### config.mk
export PLATFORM = sky130hd
export DESIGN_NAME = flag_gen_unit
export DESIGN_NICKNAME = d
export VERILOG_FILES = /design/src/rtl/flag_gen_pkg.sv /design/src/rtl/flag_gen_ctrl.sv /design/src/rtl/flag_gen_datapath.sv /design/src/rtl/flag_gen_unit.sv
export SDC_FILE = /design/constraint.sdc
export NUM_CORES = 1
export LEC_CHECK = 0
export ABC_CLOCK_PERIOD_IN_PS = 1140
export BUFFER_PORTS_ARGS = -buffer_cell sky130_fd_sc_hd__buf_2
export CAP_MARGIN = 20
export CORE_AREA = 10 10 143 145
export CTS_BUF_LIST = sky130_fd_sc_hd__clkbuf_8
export DETAILED_ROUTE_END_ITERATION = 10
export DIE_AREA = 0 0 153 155
export SLEW_MARGIN = 20
export SYNTH_ARGS = -nofsm -noshare
export SYNTH_HDL_FRONTEND = slang
export SYNTH_SLANG_ARGS = --single-unit
### constraint.sdc
create_clock -name clk -period 1.14 [get_ports clk]
set_clock_uncertainty 0.1 [all_clocks]
set_input_delay 0.057 -clock clk [delete_from_list [all_inputs] [get_ports clk]]
set_output_delay 0.057 -clock clk [all_outputs]
set_load 0.01 [all_outputs]
### src/rtl/flag_gen_pkg.sv
package flag_gen_pkg;

  localparam int FLAG_W    = 64;
  localparam int DATA_W    = 64;
  localparam int SEL_W     = 4;
  localparam int NUM_SIZES = 4;
  localparam int NUM_FLAGS = 8;

  // flag slots inside the strobe/value vectors
  localparam int IDX_CF  = 0;
  localparam int IDX_PF  = 1;
  localparam int IDX_AF  = 2;
  localparam int IDX_ZF  = 3;
  localparam int IDX_SF  = 4;
  localparam int IDX_OF  = 5;
  localparam int IDX_ECF = 6;
  localparam int IDX_EZF = 7;

  // bit positions in the flag word
  localparam int POS_CF  = 0;
  localparam int POS_PF  = 2;
  localparam int POS_AF  = 4;
  localparam int POS_ZF  = 6;
  localparam int POS_SF  = 7;
  localparam int POS_OF  = 11;
  localparam int POS_ECF = 16;
  localparam int POS_EZF = 17;

  function automatic int flagPos(input int idx);
    case (idx)
      IDX_CF:  return POS_CF;
      IDX_PF:  return POS_PF;
      IDX_AF:  return POS_AF;
      IDX_ZF:  return POS_ZF;
      IDX_SF:  return POS_SF;
      IDX_OF:  return POS_OF;
      IDX_ECF: return POS_ECF;
      IDX_EZF: return POS_EZF;
      default: return POS_CF;
    endcase
  endfunction

  typedef struct packed {
    logic [NUM_SIZES-1:0] sizeHot;  // one-hot: 1, 2, 4, 8 bytes
    logic                 illegal;  // no legal size selected
    logic [NUM_FLAGS-1:0] flagWe;   // per-flag write strobes
  } ctrlStrobes_t;

endpackage

### src/rtl/flag_gen_ctrl.sv
module flag_gen_ctrl
  import flag_gen_pkg::*;
#(
  parameter int SelW     = SEL_W,
  parameter int NumSizes = NUM_SIZES,
  parameter int NumFlags = NUM_FLAGS
) (
  input  logic [SelW-1:0]     sizeSel,
  input  logic [NumFlags-1:0] flagMask,
  output ctrlStrobes_t        strobes
);

  logic [NumSizes-1:0] sizeHot;

  genvar gi;
  generate
    for (gi = 0; gi < NumSizes; gi++) begin : gSizeDec
      localparam logic [SelW-1:0] BYTES = SelW'(1 << gi);
      assign sizeHot[gi] = (sizeSel == BYTES);
    end
  endgenerate

  always_comb begin
    strobes.sizeHot = sizeHot;
    strobes.illegal = ~|sizeHot;
    strobes.flagWe  = flagMask;
  end

endmodule

### src/rtl/flag_gen_datapath.sv
module flag_gen_datapath
  import flag_gen_pkg::*;
#(
  parameter int FlagW    = FLAG_W,
  parameter int DataW    = DATA_W,
  parameter int NumSizes = NUM_SIZES,
  parameter int NumFlags = NUM_FLAGS
) (
  input  ctrlStrobes_t     strobes,
  input  logic [FlagW-1:0] oldFlags,
  input  logic [DataW-1:0] resVal,
  input  logic [DataW-1:0] opA,
  input  logic [DataW-1:0] opB,
  output logic [FlagW-1:0] nextFlags
);

  logic [NumSizes-1:0] carryAt;
  logic [NumSizes-1:0] ovAt;
  logic [NumSizes-1:0] signAt;
  logic [NumSizes-1:0] zeroAt;
  logic [NumFlags-1:0] flagVal;
  logic                cfVal;
  logic                zfVal;

  genvar gi;
  generate
    for (gi = 0; gi < NumSizes; gi++) begin : gSize
      localparam int TOP = (8 << gi) - 1;
      assign carryAt[gi] = (opA[TOP] & opB[TOP]) |
                           ((opA[TOP] | opB[TOP]) & ~resVal[TOP]);
      assign ovAt[gi]    = (opA[TOP] ^ resVal[TOP]) & (opB[TOP] ^ resVal[TOP]);
      assign signAt[gi]  = resVal[TOP];
      assign zeroAt[gi]  = ~|resVal[TOP:0];
    end
  endgenerate

  assign cfVal = |(carryAt & strobes.sizeHot);
  assign zfVal = |(zeroAt & strobes.sizeHot);

  always_comb begin
    flagVal          = '0;
    flagVal[IDX_CF]  = cfVal;
    flagVal[IDX_PF]  = ~^resVal[7:0];
    flagVal[IDX_AF]  = (opA[3] & opB[3]) | ((opA[3] | opB[3]) & ~resVal[3]);
    flagVal[IDX_ZF]  = zfVal;
    flagVal[IDX_SF]  = |(signAt & strobes.sizeHot);
    flagVal[IDX_OF]  = |(ovAt & strobes.sizeHot);
    flagVal[IDX_ECF] = cfVal;
    flagVal[IDX_EZF] = zfVal;
  end

  always_comb begin
    nextFlags = oldFlags;
    if (!strobes.illegal) begin
      for (int k = 0; k < NumFlags; k++) begin
        if (strobes.flagWe[k]) nextFlags[flagPos(k)] = flagVal[k];
      end
    end
  end

endmodule

### src/rtl/flag_gen_unit.sv
module flag_gen_unit
  import flag_gen_pkg::*;
#(
  parameter bit REG_OUT = 1'b1
) (
  input  logic              clk,
  input  logic              rstN,
  input  logic [FLAG_W-1:0] oldFlags,
  input  logic [FLAG_W-1:0] updMask,
  input  logic [DATA_W-1:0] resVal,
  input  logic [DATA_W-1:0] opA,
  input  logic [DATA_W-1:0] opB,
  input  logic [SEL_W-1:0]  sizeSel,
  output logic [FLAG_W-1:0] newFlags,
  output logic              sizeErr
);

  ctrlStrobes_t         strobes;
  logic [NUM_FLAGS-1:0] flagMask;
  logic [FLAG_W-1:0]    nextFlags;

  genvar gk;
  generate
    for (gk = 0; gk < NUM_FLAGS; gk++) begin : gMaskPick
      assign flagMask[gk] = updMask[flagPos(gk)];
    end
  endgenerate

  flag_gen_ctrl u_ctrl (
    .sizeSel  (sizeSel),
    .flagMask (flagMask),
    .strobes  (strobes)
  );

  flag_gen_datapath u_dp (
    .strobes   (strobes),
    .oldFlags  (oldFlags),
    .resVal    (resVal),
    .opA       (opA),
    .opB       (opB),
    .nextFlags (nextFlags)
  );

  generate
    if (REG_OUT) begin : gReg
      logic liveQ;

      always_ff @(posedge clk) begin
        if (!rstN) begin
          newFlags <= '0;
          sizeErr  <= 1'b0;
          liveQ    <= 1'b0;
        end else begin
          newFlags <= nextFlags;
          sizeErr  <= strobes.illegal;
          liveQ    <= 1'b1;
        end
      end

      AST_UNMASKED_PASS: assert property (@(posedge clk) disable iff (!rstN)
        liveQ |-> (((newFlags ^ $past(oldFlags)) & ~$past(updMask)) == '0));
      AST_ILLEGAL_HOLDS: assert property (@(posedge clk) disable iff (!rstN)
        (liveQ && sizeErr) |-> (newFlags == $past(oldFlags)));
      AST_ERR_ON_BAD_SIZE: assert property (@(posedge clk) disable iff (!rstN)
        liveQ |-> (sizeErr == !($past(sizeSel) == 4'd1 || $past(sizeSel) == 4'd2 ||
                                $past(sizeSel) == 4'd4 || $past(sizeSel) == 4'd8)));
      AST_ECF_TRACKS_CF: assert property (@(posedge clk) disable iff (!rstN)
        (liveQ && !sizeErr && $past(updMask[POS_CF]) && $past(updMask[POS_ECF]))
          |-> (newFlags[POS_ECF] == newFlags[POS_CF]));
      AST_EZF_TRACKS_ZF: assert property (@(posedge clk) disable iff (!rstN)
        (liveQ && !sizeErr && $past(updMask[POS_ZF]) && $past(updMask[POS_EZF]))
          |-> (newFlags[POS_EZF] == newFlags[POS_ZF]));
      AST_SIGN_QWORD: assert property (@(posedge clk) disable iff (!rstN)
        (liveQ && $past(updMask[POS_SF]) && ($past(sizeSel) == 4'd8))
          |-> (newFlags[POS_SF] == $past(resVal[DATA_W-1])));
    end else begin : gComb
      assign newFlags = nextFlags;
      assign sizeErr  = strobes.illegal;

      AST_COMB_UNMASKED: assert property (@(posedge clk) disable iff (!rstN)
        (((newFlags ^ oldFlags) & ~updMask) == '0));
      AST_COMB_ILLEGAL: assert property (@(posedge clk) disable iff (!rstN)
        sizeErr |-> (newFlags == oldFlags));
    end
  endgenerate

endmodule

== Word-level counts from Yosys, hierarchy flattened ==
Cells that the tools add are included.

* $lt $le $gt $ge: 16
* Equal/unequal tests: 4
* Mux-type cells: 56
* Bitwise gates (word level): 41
* Reduce and logical (&&, ||, !) cells: 23

{| class="wikitable"
|+ Operators by type and width
! kind !! count
|-
| 2-to-1 mux 64 bit || 16
|-
| bitwise mux 64 bit || 8
|-
| 2-to-1 mux 32 bit || 16
|-
| >= comparator 32 x 1 -> 1 bit (second input constant) || 8
|-
| < comparator 32 x 8 -> 1 bit (second input constant) || 8
|-
| OR reduction 64 bit || 1
|-
| demux 1 bit (select 6 bit) || 8
|-
| OR reduction 32 bit || 1
|-
| OR reduction 4 bit || 5
|-
| AND 4 bit || 4
|-
| OR reduction 16 bit || 1
|-
| AND 1 bit || 14
|-
| OR 1 bit || 10
|-
| logical AND 1 bit || 8
|-
| 2-to-1 mux 1 bit || 8
|-
| OR reduction 8 bit || 1
|-
| XNOR reduction 8 bit || 1
|-
| XOR 1 bit || 8
|-
| zero test 1 bit || 5
|-
| inverter 1 bit || 5
|-
| == test 4 x 1 -> 1 bit (second input constant) || 1
|-
| == test 4 x 2 -> 1 bit (second input constant) || 1
|-
| == test 4 x 3 -> 1 bit (second input constant) || 1
|-
| == test 4 bit (second input constant) || 1
|}

* Flip-flop bits (word level): 65
* Input port bits: 326
* Output and inout bits: 65
* Logic and storage cells: 142

== Depth between registers and ports, before layout ==
* Depth in word-level cells: 31
* Mapped depth: 7
* Mapped depth without buffers: 7

== Cells and area by module ==
Synthesis repeated with hierarchy kept, for this count alone.

* Cell total of the unflattened synthesis: 298
* Area total of the unflattened synthesis: 2,967.8 um^2

{| class="wikitable"
|+ By module, submodules not included
! module !! times used !! cells each !! area an instance (um^2) !! seq. area each (um^2)
|-
| flag_gen_unit || 1 || 137 || 1,780.5 || 1,301.2
|-
| flag_gen_datapath || 1 || 146 || 1,059.8 || 0.0
|-
| flag_gen_ctrl || 1 || 15 || 127.6 || 0.0
|}

== Least setup slack after synthesis ==
Ideal clock, no wire load.

* Path type: in2reg
* From: input port sizeSel[0]
* To: register newFlags[6]
* Library setup time: 72 ps
* Data arrival time: 1,032 ps
* Data required time: 968 ps
* Path slack: -64 ps
* Stages on the path: 5
* Path buffers: 0
* Path through: nor4b_2 -> a31oi_1 -> o22ai_2 -> o2111ai_1 -> a21oi_1

* Word-level cells in the longest chain between the ends: 27
* Elaborated cells on any way between the ends: 37
* Classes of those cells: eq/ne (4); mux (24); bitwise (4); reduce/logical (5)

{| class="wikitable"
|+ RTL lines
! what !! RTL line !! RTL
|-
| start, declared || flag_gen_unit.sv:13 || <nowiki>input logic [SEL_W-1:0] sizeSel,</nowiki>
|-
| == test 4 x 1 -> 1 bit (tied with other cells) || flag_gen_ctrl.sv:19 || <nowiki>assign sizeHot[gi] = (sizeSel == BYTES);</nowiki>
|-
| AND 4 bit || flag_gen_datapath.sv:37 || <nowiki>assign cfVal = |(carryAt & strobes.sizeHot);</nowiki>
|-
| OR reduction 4 bit || flag_gen_datapath.sv:37 ||
|-
| bitwise mux 64 bit || flag_gen_datapath.sv:56 || <nowiki>if (strobes.flagWe[k]) nextFlags[flagPos(k)] = flagVal[k];</nowiki>
|-
| 2-to-1 mux 64 bit || flag_gen_datapath.sv:56 ||
|-
| 2-to-1 mux 64 bit || flag_gen_datapath.sv:54 || <nowiki>if (!strobes.illegal) begin</nowiki>
|-
| bitwise mux 64 bit || flag_gen_datapath.sv:56 ||
|-
| 2-to-1 mux 64 bit || flag_gen_datapath.sv:56 ||
|-
| (+11 left out) || - ||
|-
| 2-to-1 mux 64 bit || flag_gen_datapath.sv:56 ||
|-
| 2-to-1 mux 64 bit || flag_gen_datapath.sv:54 ||
|-
| bitwise mux 64 bit || flag_gen_datapath.sv:56 ||
|-
| 2-to-1 mux 64 bit || flag_gen_datapath.sv:56 ||
|-
| 2-to-1 mux 64 bit || flag_gen_datapath.sv:54 ||
|-
| bitwise mux 64 bit || flag_gen_datapath.sv:56 ||
|-
| 2-to-1 mux 64 bit || flag_gen_datapath.sv:56 ||
|-
| 2-to-1 mux 64 bit * || flag_gen_datapath.sv:54 ||
|-
| end signal, assigned || flag_gen_unit.sv:54 || <nowiki>newFlags <= nextFlags;</nowiki>
|-
| end, declared || flag_gen_unit.sv:14 || <nowiki>output logic [FLAG_W-1:0] newFlags,</nowiki>
|}

Mark *: on every way between the ends. The rest lies on a longest branch, timed or not. The select of a mux whose other input is x is not followed.
A chain may end at the register's enable or synchronous reset.

== Final worst setup path ==
* From: input port sizeSel[1]
* To: register newFlags[17]

The elaborated chain is that of the path after synthesis.

==> results.toml <==
[sta]
hold_viol = 0
worst_slew_pin_slew_ps = 317
fin_ws_ps = 49.8
setup_viol = 0
setup_tns_ps = 0
finalMaxSlewViolations = 0
fmax_ghz = 0.917
fin_crit_ps = 1090
relSlewSlack = 0.787
whs_ps = 50.7
final.period_utilization = 0.956

[drt]
wirelength_um = 11200
ant_nets = 0
vias = 2818
routedWlPerCell_um = 14.4
drt_pass1_iterations = 4
first_iter_violations = 61
vias_per_cell = 3.64
drc = 0

[grt]
antenna_found_initial = 1
grt_pass1_vias = 3130
use_met2 = 0.153
grt_pass1_wl_um = 16700
grt_remaining_overflow = 0
use_met3 = 0.0386
busiest_layer = "met2"
grt_max_degree = 42
grt_usage = 0.0895
gr-usage-met1 = 0.0911

[worst_setup_path]
crit_path_cell_trace = "buf_2, nor4b_4, buf_4, a31oi_4, o22ai_2, o211ai_1, a21oi_1"
max_stage_delay_ps = 270
start_kind = "input pin"
path_max_fanout = 5
startpoint = "sizeSel[1]"
crit_required_ps = 1320
critical_path_class = "input pin to flip-flop"
cp_slowest_cell = "nor4b_4"
worstSetupEndpointType = "flip-flop"
cp.arrival_ps = 1270

[synthesis]
synthFlopType = "dfxtp_1"
syn_nets = 557
yosys_warnings = 0
ys_ff_latch = 65
syn_area_um2 = 2350
synth.distinct_cells = 34
ys_seq_area_frac = 0.554
synth_common_cells = "65 x dfxtp_1, 57 x and2_1, 14 x nor4_1"
syn_avg_cell_area_um2 = 10.3
syn_inst = 227
synth_top_cell_area_share = 0.554
yosys.area.top_type = "dfxtp_1"
synthArstFlopShare = 0
synthMostInstantiatedCell = "dfxtp_1"
synthTopCellsByArea = "dfxtp_1 55%, and2_1 15%, nor4_1 3.7%, nor4b_2 2.6%, ha_1 2.1%"
synth_edf_count = 0

[final_layout]
syn2layout_area_growth_pct = 108
drive_above_1_share = 0.486
layout.nets = 871
fin_util = 0.276

[clock_network]
cts-buffers-inserted = 9
clockBufferDepth = 2
htreeDepth = 3
cts_tree = "yes"
cts.sinks = 65
clk_pin_slew_ps = 70
cts_root_buf = "clkbuf_8"

[floorplan]
start_util = 0.133
io_pins = 391
die_h_um = 155
design.die.area_um2 = 23700
fp.dieW_um = 153
row_count = 49
core_area_um2 = 17700

[place]
dp_slack_ps = -447
hpwl_um = 8600
finalWeightedCongestion = 0.802
port_buffers = 216

[hold_path]
min-delay-start = "opB[3]"
min_path_type = "input pin to flip-flop"

[power_and_ir_drop]
peakVddDrop_mv = 0.673
p_leak_nw = 2.36
cellPowerDensity_nw_per_um2 = 1150
power_mw = 5.59

[run]
drv_cap = 0

[status]
status = "finished clean"
## kinds of logic (layout without fill, tap and decap cells)
group,after synthesis,after routing,synth area share
other,0,1,0
xor gates and xnor gates,4,4,0.0149
buffers and inverters,20,338,0.0352
DFF,65,65,0.554
AOI/OAI and AO/OA,28,28,0.0842
adders and majority gates,8,8,0.0384
and+or+nand+nor,102,102,0.273
## layout by cell type (no fill, tap or decap), drive strengths merged
cell type	synthesis	final
nor4b	4	4
a211o	1	1
a311oi	5	5
nand2b	1	1
clkbuf	6	10
nor4	14	14
buf	1	235
xor2	1	1
and2	57	57
clkinvlp	0	1
and3	4	4
xnor2	3	3
and4	1	1
clkinv	1	4
o22ai	1	1
nand4	3	3
a221oi	1	1
a22o	3	3
ha	4	4
o31ai	1	1
nand3b	1	1
a31oi	1	1
o2111ai	1	1
nand2	7	7
diode	0	1
o21ai	5	5
a21oi	8	8
o211ai	1	1
inv	12	12
nor2	4	4
nand3	2	2
dfxtp	65	65
bufinv	0	2
maj3	4	4
dlygate4sd3	0	74
nor3	4	4
## report_power, final
part           switching (mW)  leakage [nW]  total (mW)  internal, mW
Clock                   0.908         0.109        2.12          1.21
Sequential             0.0315         0.542        2.43          2.40
Combinational           0.436          1.71        1.04         0.606
Total                    1.38          2.36        5.59          4.22
## per-layer routing
metal | up-vias | part of all wire
met2 | 169 | 0.48
met5 | - | 0
li1 | 1408 | -
met4 | 0 | 0.025
met1 | 1228 | 0.39
met3 | 13 | 0.10
## critical path, delay by kind of cell
kind                   cells  cell delay (ps)
AND/OR/NAND/NOR            1              270
AO/OA/AOI/OAI              4              580
buffers and inverters      2              370
## worst paths after layout
path	end	slack [ps]	depth (start not counted)
worst max-delay path	newFlags[17]	50	7
worst min-delay path	newFlags[4]	50	5
## timing repair
action | CTS | global route
hold endpoints to repair | 64 | 0
gates resized for setup | 0 | 16
buffers inserted | 1 | 2
hold buffers | 74 | 0
pin swaps | 1 | 12
endpoints found under the setup margin | 2 | 3
## sequential cells by signal, summed over array words and instances, names as in the netlist
name,count
newFlags,64
sizeErr,1
## final cells by class
class | instances | area [um2]
clock buffer | 9 | 124
fill | 1837 | 12800
timing repair buffer | 310 | 1990
inverter | 13 | 52.6
multi-input combinational | 142 | 1040
clock inverter | 6 | 83.8
tap | 229 | 287
sequential | 65 | 1300
antenna | 1 | 2.50
## metrics by stage
step	area, um2	std cells
final	4880	775
after global routing	4880	775
after CTS	4790	772
after detailed placement	3840	682
after global placement	3840	682
after floorplan	2370	227
(Power assumes the default switching activity.)
